===== src/rtl/tsw_pkg.sv =====
package tsw_pkg;
  localparam int CNT_W   = 16;
  localparam int BIG_W   = 32;
  localparam int SEL_W   = $clog2(BIG_W);
  localparam int NUM_CNT = 3;
  localparam int ADDR_W  = 2;
  localparam int DATA_W  = 32;

  typedef enum logic [1:0] {
    MODE_OFF     = 2'd0,
    MODE_IRQ     = 2'd1,
    MODE_RST     = 2'd2,
    MODE_IRQ_RST = 2'd3
  } mode_e;

  typedef struct packed {
    logic [CNT_W-1:0] match0;
    logic [CNT_W-1:0] match1;
    mode_e            mode0;
    mode_e            mode1;
    logic             irq2En;
    logic             clr0;
    logic             clr1;
    logic             casc01;
    logic             casc12;
    logic [SEL_W-1:0] togSel;
  } cfg_t;

  typedef struct packed {
    logic               tick;
    logic [NUM_CNT-1:0] run;
    logic [NUM_CNT-1:0] svc;
  } strobe_t;

  typedef struct packed {
    logic [NUM_CNT-1:0] hit;
  } evt_t;
endpackage


===== src/rtl/tsw_match_cnt.sv =====
module tsw_match_cnt #(
  parameter int W = 16
) (
  input  logic         clk,
  input  logic         rstN,
  input  logic         inc,
  input  logic         svc,
  input  logic         clrOnMatch,
  input  logic [W-1:0] matchVal,
  output logic [W-1:0] count,
  output logic         hit,
  output logic         casc
);
  localparam logic [W-1:0] ONE = 1;

  logic [W-1:0] target;
  logic         stepNow;
  logic         atTarget;

  always_comb begin
    // a zero target is meaningless when the count restarts on a hit
    target   = (clrOnMatch && matchVal == '0) ? ONE : matchVal;
    stepNow  = inc & ~svc;
    atTarget = (count == target);
    hit      = stepNow & atTarget;
    casc     = clrOnMatch ? hit : (stepNow & (&count));
  end

  always_ff @(posedge clk) begin
    if (!rstN)        count <= '0;
    else if (svc)     count <= '0;
    else if (stepNow) count <= (clrOnMatch && atTarget) ? '0 : count + ONE;
  end
endmodule


===== src/rtl/tsw_datapath.sv =====
module tsw_datapath
  import tsw_pkg::*;
(
  input  logic              clk,
  input  logic              rstN,
  input  cfg_t              cfg,
  input  strobe_t           stb,
  output evt_t              evt,
  output logic [CNT_W-1:0]  count0,
  output logic [CNT_W-1:0]  count1,
  output logic [BIG_W-1:0]  count2
);
  localparam logic [BIG_W-1:0] ONE2 = 1;

  logic inc0, inc1, inc2;
  logic hit0, hit1, hit2;
  logic casc0, casc1, unusedCasc2;
  logic [BIG_W-1:0] nxt2, flip2;

  assign inc0 = stb.run[0] & stb.tick;

  tsw_match_cnt #(.W(CNT_W)) u_cnt0 (
    .clk(clk), .rstN(rstN), .inc(inc0), .svc(stb.svc[0]),
    .clrOnMatch(cfg.clr0), .matchVal(cfg.match0),
    .count(count0), .hit(hit0), .casc(casc0)
  );

  assign inc1 = stb.run[1] & (cfg.casc01 ? casc0 : stb.tick);

  tsw_match_cnt #(.W(CNT_W)) u_cnt1 (
    .clk(clk), .rstN(rstN), .inc(inc1), .svc(stb.svc[1]),
    .clrOnMatch(cfg.clr1), .matchVal(cfg.match1),
    .count(count1), .hit(hit1), .casc(casc1)
  );

  // free-running third stage: event when the selected bit flips
  always_comb begin
    inc2        = stb.run[2] & (cfg.casc12 ? casc1 : stb.tick) & ~stb.svc[2];
    nxt2        = count2 + ONE2;
    flip2       = count2 ^ nxt2;
    hit2        = inc2 & flip2[cfg.togSel];
    unusedCasc2 = 1'b0;
  end

  always_ff @(posedge clk) begin
    if (!rstN)           count2 <= '0;
    else if (stb.svc[2]) count2 <= '0;
    else if (inc2)       count2 <= nxt2;
  end

  assign evt.hit = {hit2, hit1, hit0};
endmodule


===== src/rtl/tsw_ctrl.sv =====
module tsw_ctrl
  import tsw_pkg::*;
(
  input  logic               clk,
  input  logic               rstN,
  input  logic               lfTick,
  input  logic               cfgWe,
  input  logic [ADDR_W-1:0]  cfgAddr,
  input  logic [DATA_W-1:0]  cfgWdata,
  input  logic [NUM_CNT-1:0] cntEn,
  input  logic [NUM_CNT-1:0] svcStrobe,
  input  logic               irqClrWe,
  input  logic [NUM_CNT-1:0] irqClrMask,
  input  evt_t               evt,
  output cfg_t               cfg,
  output strobe_t            stb,
  output logic [NUM_CNT-1:0] irqFlags,
  output logic               irqOut,
  output logic               rstReq
);
  logic [NUM_CNT-1:0] clrNow, arm, irqEn;
  logic               rstNext;
  mode_e              modeOf [2];

  always_ff @(posedge clk) begin
    if (!rstN) begin
      cfg <= '0;
    end else if (cfgWe) begin
      unique case (cfgAddr)
        2'd0: cfg.match0 <= cfgWdata[CNT_W-1:0];
        2'd1: cfg.match1 <= cfgWdata[CNT_W-1:0];
        2'd2: begin
          cfg.mode0  <= mode_e'(cfgWdata[1:0]);
          cfg.mode1  <= mode_e'(cfgWdata[3:2]);
          cfg.irq2En <= cfgWdata[4];
          cfg.clr0   <= cfgWdata[5];
          cfg.clr1   <= cfgWdata[6];
          cfg.casc01 <= cfgWdata[7];
          cfg.casc12 <= cfgWdata[8];
          cfg.togSel <= cfgWdata[9 +: SEL_W];
        end
        default: ;
      endcase
    end
  end

  assign stb.tick = lfTick;
  assign stb.run  = cntEn;
  assign stb.svc  = svcStrobe;

  always_comb begin
    modeOf[0] = cfg.mode0;
    modeOf[1] = cfg.mode1;
    clrNow    = irqClrWe ? irqClrMask : '0;
    rstNext   = 1'b0;
    for (int i = 0; i < 2; i++) begin
      arm[i]   = (modeOf[i] != MODE_OFF);
      irqEn[i] = (modeOf[i] == MODE_IRQ) || (modeOf[i] == MODE_IRQ_RST);
      if (evt.hit[i]) begin
        if (modeOf[i] == MODE_RST) rstNext = 1'b1;
        if (modeOf[i] == MODE_IRQ_RST && irqFlags[i] && !clrNow[i]) rstNext = 1'b1;
      end
    end
    arm[2]   = cfg.irq2En;
    irqEn[2] = cfg.irq2En;
  end

  always_ff @(posedge clk) begin
    if (!rstN) begin
      irqFlags <= '0;
      rstReq   <= 1'b0;
    end else begin
      irqFlags <= (irqFlags & ~clrNow) | (evt.hit & arm);
      rstReq   <= rstNext;
    end
  end

  assign irqOut = |(irqFlags & irqEn);
endmodule


===== src/rtl/tri_stage_wdog.sv =====
module tri_stage_wdog
  import tsw_pkg::*;
(
  input  logic               clk,
  input  logic               rstN,
  input  logic               lfTick,
  input  logic               cfgWe,
  input  logic [ADDR_W-1:0]  cfgAddr,
  input  logic [DATA_W-1:0]  cfgWdata,
  input  logic [NUM_CNT-1:0] cntEn,
  input  logic [NUM_CNT-1:0] svcStrobe,
  input  logic               irqClrWe,
  input  logic [NUM_CNT-1:0] irqClrMask,
  output logic [NUM_CNT-1:0] irqFlags,
  output logic               irqOut,
  output logic               rstReq,
  output logic [CNT_W-1:0]   count0,
  output logic [CNT_W-1:0]   count1,
  output logic [BIG_W-1:0]   count2
);
  cfg_t    cfgBus;
  strobe_t stbBus;
  evt_t    evtBus;

  tsw_ctrl u_ctrl (
    .clk(clk), .rstN(rstN), .lfTick(lfTick),
    .cfgWe(cfgWe), .cfgAddr(cfgAddr), .cfgWdata(cfgWdata),
    .cntEn(cntEn), .svcStrobe(svcStrobe),
    .irqClrWe(irqClrWe), .irqClrMask(irqClrMask),
    .evt(evtBus), .cfg(cfgBus), .stb(stbBus),
    .irqFlags(irqFlags), .irqOut(irqOut), .rstReq(rstReq)
  );

  tsw_datapath u_dp (
    .clk(clk), .rstN(rstN), .cfg(cfgBus), .stb(stbBus), .evt(evtBus),
    .count0(count0), .count1(count1), .count2(count2)
  );
endmodule


===== config.mk =====
export PLATFORM = sky130hd
export DESIGN_NAME = tri_stage_wdog
export DESIGN_NICKNAME = d
export VERILOG_FILES = /design/src/rtl/tsw_pkg.sv /design/src/rtl/tsw_match_cnt.sv /design/src/rtl/tsw_datapath.sv /design/src/rtl/tsw_ctrl.sv /design/src/rtl/tri_stage_wdog.sv
export SDC_FILE = /design/constraint.sdc
export NUM_CORES = 1
export LEC_CHECK = 0
export BUFFER_PORTS_ARGS = -buffer_cell sky130_fd_sc_hd__buf_2
export CAP_MARGIN = 20
export CORE_MARGIN = 2
export CORE_UTILIZATION = 37
export CTS_CLUSTER_DIAMETER = 50
export CTS_CLUSTER_SIZE = 8
export DETAILED_ROUTE_END_ITERATION = 16
export GPL_TIMING_DRIVEN = 0
export SLEW_MARGIN = 20
export SYNTH_ARGS = -nofsm -noshare
export SYNTH_HDL_FRONTEND = slang
export SYNTH_SLANG_ARGS = --single-unit

===== constraint.sdc =====
create_clock -name clk -period 2.79 [get_ports clk]
set_input_delay 0.279 -clock clk [delete_from_list [all_inputs] [get_ports clk]]
set_output_delay 0.279 -clock clk [all_outputs]
set_load 0.005 [all_outputs]

# Yosys cells after proc, flatten, opt, wreduce, memory -nomap -nowiden
# Cells that the tools add are included.
[totals] out_inout_bits=69 regBits=114 input_bits=48 wordCells=93
[op_classes] n_addsub=3 bitwise=21 reduce_logical=26 mux=17 n_eq_ne=10 magnitude_cmp=1
[op_table] cell="16-bit 2-to-1 mux" count=4
[op_table] cell="16-bit by 1-bit adder with 16-bit output, second input constant" count=2
[op_table] cell="32-bit by 1-bit adder with 32-bit output, second input constant" count=1
[op_table] cell="16-bit equality test" count=2
[op_table] cell="16-bit logical NOT" count=2
[op_table] cell="16-bit AND reduction" count=2
[op_table] cell="32-bit bitwise XOR" count=1
[op_table] cell="1-bit bitwise AND" count=11
[op_table] cell="1-bit 2-to-1 mux" count=11
[op_table] cell="2-bit equality test, second input constant" count=5
[op_table] cell="3-bit bitwise AND" count=3
[op_table] cell="1-bit logical AND" count=8
[op_table] cell="2-bit by 1-bit equality test with 1-bit output, second input constant" count=3
[op_table] cell="5-bit by 6-bit less-than comparator with 1-bit output, second input constant" count=1
[op_table] cell="2-bit AND reduction" count=3
[op_table] cell="2-bit OR reduction" count=3
[op_table] cell="1-bit binary-select mux with 5-bit select" count=1
[op_table] cell="1-bit inverter" count=4
[op_table] cell="2-bit nonzero test" count=2
[op_table] cell="3-bit 2-to-1 mux" count=1
[op_table] cell="3-bit inverter" count=1
[op_table] cell="3-bit OR" count=1
[op_table] cell="3-bit OR reduction" count=1
[op_table] cell="1-bit logical NOT" count=2
[op_table] cell="other kinds (2)" count=3

# Logic depth before layout (Yosys ltp)
[logic_depth] word_depth=17 mapped_depth=10 depth_no_buf=8

# By module
# From an unflattened synthesis, not the netlist that was laid out.
[unflattened] cells_unflattened=686 area_unflattened_um2=5828.1
[by_module_without_submodules] module="tsw_ctrl" cells_each=230 area_each_um2=1998.2 instances=1 seq_area_each_um2=1001.0
[by_module_without_submodules] module="tsw_datapath" cells_each=234 area_each_um2=1915.6 instances=1 seq_area_each_um2=640.6
[by_module_without_submodules] module="tsw_match_cnt" cells_each=111 area_each_um2=957.2 instances=2 seq_area_each_um2=320.3

# Least setup slack after synthesis
# No wires, ideal clock.
[synth_path] path_type="reg2reg" startpoint="register u_dp.u_cnt0.count[11]" endpoint="register u_dp.count2[17]" setup_time_ns=0.132 stages_incl_launch_ff=11 t_arrival_ns=2.521 path_buffers=3 synth_period_minus_slack_ns=2.653 t_required_ns=2.658 path_slack_ns=0.137 cell_sequence="dfxtp_1 > xor2_1 > nor4_1 > nand4_1 > or4_1 > buf_2 > a31o_4 > clkbuf_1 > buf_1 > o31ai_1 > a21oi_1"
[synth_between] elab_chain_len=11 elab_cells_between_ends=14 cone_classes="1 x eq/ne; 4 x mux; 8 x bitwise; 1 x reduce/logical"
[synth_lines] item="start: declaration" line_no="tsw_match_cnt.sv:10" source="output logic [W-1:0] count,"
[synth_lines] item="start signal: assignment" line_no="tsw_match_cnt.sv:32" source="else if (stepNow) count <= (clrOnMatch && atTarget) ? '0 : count + ONE;"
[synth_lines] item="16-bit equality test / 16-bit AND reduction (equally long branches)" line_no="tsw_match_cnt.sv:24, tsw_match_cnt.sv:26"
[synth_lines] item="1-bit bitwise AND (on tied branches)" line_no="tsw_match_cnt.sv:25, tsw_match_cnt.sv:26"
[synth_lines] item="1-bit 2-to-1 mux (*)" line_no="tsw_match_cnt.sv:26" source="casc = clrOnMatch ? hit : (stepNow & (&count));"
[synth_lines] item="1-bit 2-to-1 mux (*)" line_no="tsw_datapath.sv:28" source="assign inc1 = stb.run[1] & (cfg.casc01 ? casc0 : stb.tick);"
[synth_lines] item="1-bit bitwise AND (*)" line_no="tsw_datapath.sv:28"
[synth_lines] item="1-bit bitwise AND (*)" line_no="tsw_match_cnt.sv:23" source="stepNow = inc & ~svc;"
[synth_lines] item="1-bit bitwise AND (on tied branches)" line_no="tsw_match_cnt.sv:26, tsw_match_cnt.sv:25"
[synth_lines] item="1-bit 2-to-1 mux (*)" line_no="tsw_match_cnt.sv:26"
[synth_lines] item="1-bit 2-to-1 mux (*)" line_no="tsw_datapath.sv:38" source="inc2 = stb.run[2] & (cfg.casc12 ? casc1 : stb.tick) & ~stb.svc[2];"
[synth_lines] item="1-bit bitwise AND (*) (2 in a row)" line_no="tsw_datapath.sv:38"
[synth_lines] item="end signal: assignment" line_no="tsw_datapath.sv:48" source="else if (inc2) count2 <= nxt2;"
[synth_lines] item="end: declaration" line_no="tsw_datapath.sv:11" source="output logic [BIG_W-1:0] count2"
# Mark *: on every way between the ends. The rest lies on a longest branch, timed or not.
# A chain may end at the register's enable or synchronous reset.

# Final worst setup path
[layout_path] startpoint="register u_dp.u_cnt0.count[2]" endpoint="register u_dp.count2[24]"
# The elaborated chain is that of the path after synthesis.

==> results.py <==
metrics = {
    "power": {
        "powerDensity_nw_per_um2": 529,
        "p_sw_uw": 934,
        "ir_drop_uv": 386,
        "power_frac_comb": 0.069,
        "power.total_mw": 3.86,
        "power_frac_seq": 0.435,
        "swShare": 0.242,
        "leakage_nw": 2.63,
        "intPower_mw": 2.93,
        "power_frac_clock": 0.497,
    },
    "finish": {
        "diodes": 0,
        "stdcell_count": 1083,
        "drive_above_1_share": 0.218,
        "final_common_cell": "nand2_1",
        "fill_cells": 1564,
        "num-nets-final": 912,
        "syn2layout_area_growth_pct": 26.2,
        "mostFrequentLayoutCells": "139 x nand2_1, 105 x dfxtp_1, 101 x buf_2",
    },
    "clock_tree": {
        "root_buffer": "clkbuf_16",
        "cts_max_path_buffers": 2,
        "numCtsBuffers": 17,
        "cts_tree": "built",
        "htree_num_levels": 4,
        "cts_sinks": 114,
        "hold_buffers": 0,
        "clk_pin_slew_ns": 0.05,
        "clk_latency_ns": 0.42,
    },
    "floorplan": {
        "die_area_sq_um": 16700,
        "io_pins": 117,
        "coreArea_sq_um": 15300,
        "die_w_um": 129,
        "rows": 45,
        "dieHeight_um": 129,
        "start_util": 0.379,
    },
    "synth": {
        "synthDistinctLibCells": 54,
        "syn_area_per_cell_sq_um": 7.81,
        "synth_top_cell_area_share": 0.394,
        "synth_top_flop_cell": "dfxtp_1",
        "synth-seq-cells": 114,
        "muxShareOfSynthArea": 0.00519,
        "syn_area_sq_um": 5790,
        "synthSimpleGateAreaFrac": 0.289,
        "synth_top_family_by_area": "simple AND/OR/NAND/NOR gates",
        "synth-edff-count": 0,
        "synth_compound_area_frac": 0.177,
        "ys_seq_area_frac": 0.394,
        "synthTopCellsByArea": "dfxtp_1 39%, nand2_1 9.0%, a21oi_1 8.1%, xor2_1 4.7%, xnor2_1 4.4%",
        "synth_fp_nets": 792,
        "yosys.area_share.adder": 0.00648,
        "synth-xor-area-share": 0.0908,
        "synth_cells": 741,
        "netlist.top_cell.by_area": "dfxtp_1",
        "ys_warn_count": 0,
        "async_reset_ff_frac": 0,
    },
    "worst_setup_path": {
        "path_max_fanout": 10,
        "rrSetupSlack_ns": 0.05,
        "cp.arrival_ns": 3.08,
        "reg2reg_to": "u_dp.count2[24]$_SDFFE_PP0P_",
        "path_class": "reg -> reg",
        "reg2reg_depth": 8,
        "worstSetupEndpointType": "flop",
        "required_ns": 3.13,
        "worstPathCellList": "xor2_1, nor4_1, nand4_1, or4_4, a31o_4, buf_6, or4_1, a21oi_1",
        "critPathLaunchType": "flop",
        "slowest_stage": "or4_4",
        "timing.rr.start": "u_dp.u_cnt0.count[2]$_SDFFE_PP0P_",
        "slowest_delay_ns": 0.61,
    },
    "placed_design": {
        "dpl.hpwl_um": 13400,
        "dp.cells": 1052,
        "port_buffers": 100,
        "gp_congestion": 0.864,
    },
    "global_route": {
        "grt_max_degree": 17,
        "overflow": 0,
        "grt_usage": 0.223,
        "grt_pass1_vias": 5541,
        "grt_first_pass_wirelength_um": 29100,
        "antenna_found_initial": 0,
    },
    "sta": {
        "fin_skew_ns": 0.00876,
        "maxClockFrequency_mhz": 365,
        "final_max_slew_viol_count": 0,
        "hold_viol": 0,
        "period_minus_slack_ns": 2.74,
        "rsz0062_at_grt": "true",
        "post-route-period-util": 0.982,
        "slew_headroom": 0.564,
        "setup_viol": 0,
        "tightest_slew_ns": 0.650,
        "whs_ns": 0.125,
    },
    "routing": {
        "wl_um": 18200,
        "vias": 5961,
        "drt_first_iter_violations": 418,
        "vias_per_cell": 5.50,
        "ant_nets": 0,
        "drtPass1Iterations": 5,
        "wl_per_cell_um": 16.8,
        "drc": 0,
    },
    "job": {
        "cap_violations": 0,
    },
    "min_path": {
        "min_path_cells": 3,
        "min_from": "cfgWdata[15]",
        "hold_end": "u_ctrl.cfg[45]$_SDFFE_PN0P_",
        "hp-class": "in -> reg",
    },
    "run_status": {
        "status": "completed",
    },
}
## logic make-up (layout without fill, tap and decap cells)
group,Yosys count,after routing
AO/OA/AOI/OAI,169,169
XOR/XNOR,60,60
adder cells (fa/ha/maj),3,3
buffers and inverters,56,187
flip-flops,114,114
multiplexers,3,3
AND/OR/NAND/NOR,336,336
## critical path, delay by kind of cell (launching register included)
family          cells  cell delay [ns]
flops               1             0.36
compound gates      2             0.44
simple gates        4             1.57
buf+inv             1             0.15
xor+xnor            1             0.14
## stage by stage
stage          setup slack, ns  instance area [sq um]   util  TNS, ns
6_report                0.0502                   7310  0.479        0
5_1_grt                -0.0211                   7310  0.479  -0.0589
4_1_cts                0.00758                   7160  0.469        0
3_5_place_dp            -0.669                   6550  0.430   -27.75
3_3_place_gp            -0.675                   6550  0.430   -27.92
2_1_floorplan            0.137                   5790      -        0
## layer usage
metal	wire (um)	vias up	GRT usage
li1	-	2915	-
met1	8390	2826	0.302
met2	8470	187	0.352
met3	958	33	0.0450
met4	355	0	0.0831
met5	0	-	0
## final cells by class
type	instances	area, sq um	share of cell area
clock inverter	6	32.5	0.00445
tap	211	264	0.0361
multi-input combinational	571	3460	0.474
timing repair buffer	105	538	0.0736
clock buffer	24	482	0.0659
inverter	13	48.8	0.00668
sequential	114	2300	0.314
buffer	39	183	0.0250
## power groups by stage
| stage | clock [mW] | combinational, mW | sequential (mW) |
|---|---|---|---|
| detailed placement | 0 | 0.242 | 1.71 |
| CTS | 1.94 | 0.254 | 1.68 |
| floorplan | 0 | 0.149 | 1.70 |
| global placement | 0 | 0.242 | 1.71 |
| finish | 1.92 | 0.265 | 1.68 |
| global route | 2.02 | 0.295 | 1.68 |
## synthesized netlist by cell type, types with 2 or more instances
master	n
a2111oi_0	2
a211oi_1	2
a21oi_1	94
a31o_2	3
a31oi_1	6
a41oi_1	3
and3_1	8
and3b_1	4
and4_1	4
buf_1	2
buf_2	3
clkbuf_1	38
dfxtp_1	114
ha_1	3
inv_1	12
mux2i_1	3
nand2_1	139
nand2b_1	4
nand3_1	29
nand3b_1	4
nand4_1	21
nand4b_1	2
nor2_1	51
nor2b_1	3
nor3_1	4
nor4_1	12
nor4b_1	3
o2111ai_1	4
o211ai_1	5
o21ai_0	12
o22ai_1	2
o31ai_1	25
o41ai_1	2
or2_2	3
or3_1	12
or4_1	27
xnor2_1	29
xor2_1	31
## worst max path at each step
stage / from / to / slack [ns] / depth (start not counted)
global placement: lfTick / u_dp.count2[16]$_SDFFE_PP0P_ / -0.67 / 11
detailed placement: lfTick / u_dp.count2[17]$_SDFFE_PP0P_ / -0.67 / 11
finish: u_dp.u_cnt0.count[2]$_SDFFE_PP0P_ / u_dp.count2[24]$_SDFFE_PP0P_ / 0.05 / 8
floorplan: u_dp.u_cnt0.count[11]$_SDFFE_PP0P_ / u_dp.count2[17]$_SDFFE_PP0P_ / 0.14 / 10
CTS: u_dp.u_cnt0.count[8]$_SDFFE_PP0P_ / u_dp.count2[3]$_SDFFE_PP0P_ / 0.008 / 9
global route: u_dp.u_cnt0.count[2]$_SDFFE_PP0P_ / u_dp.count2[24]$_SDFFE_PP0P_ / -0.02 / 8
## flip-flops by register name, indices dropped and copies added, names as in the netlist
register,count
u_ctrl.cfg,46
u_dp.count2,32
u_dp.u_cnt0.count,16
u_dp.u_cnt1.count,16
u_ctrl.irqFlags,3
u_ctrl.rstReq,1
## repair_timing
| item | 4_1_cts | 5_1_grt |
|---|---|---|
| setup buffers | 3 | 2 |
| setup endpoints to repair | 49 | 43 |
| cloned | 0 | 0 |
| resized for setup | 24 | 41 |
| pin swaps | 3 | 11 |
| endpoints found under the hold margin | 0 | 0 |
Power figures use the tool's default switching activity.
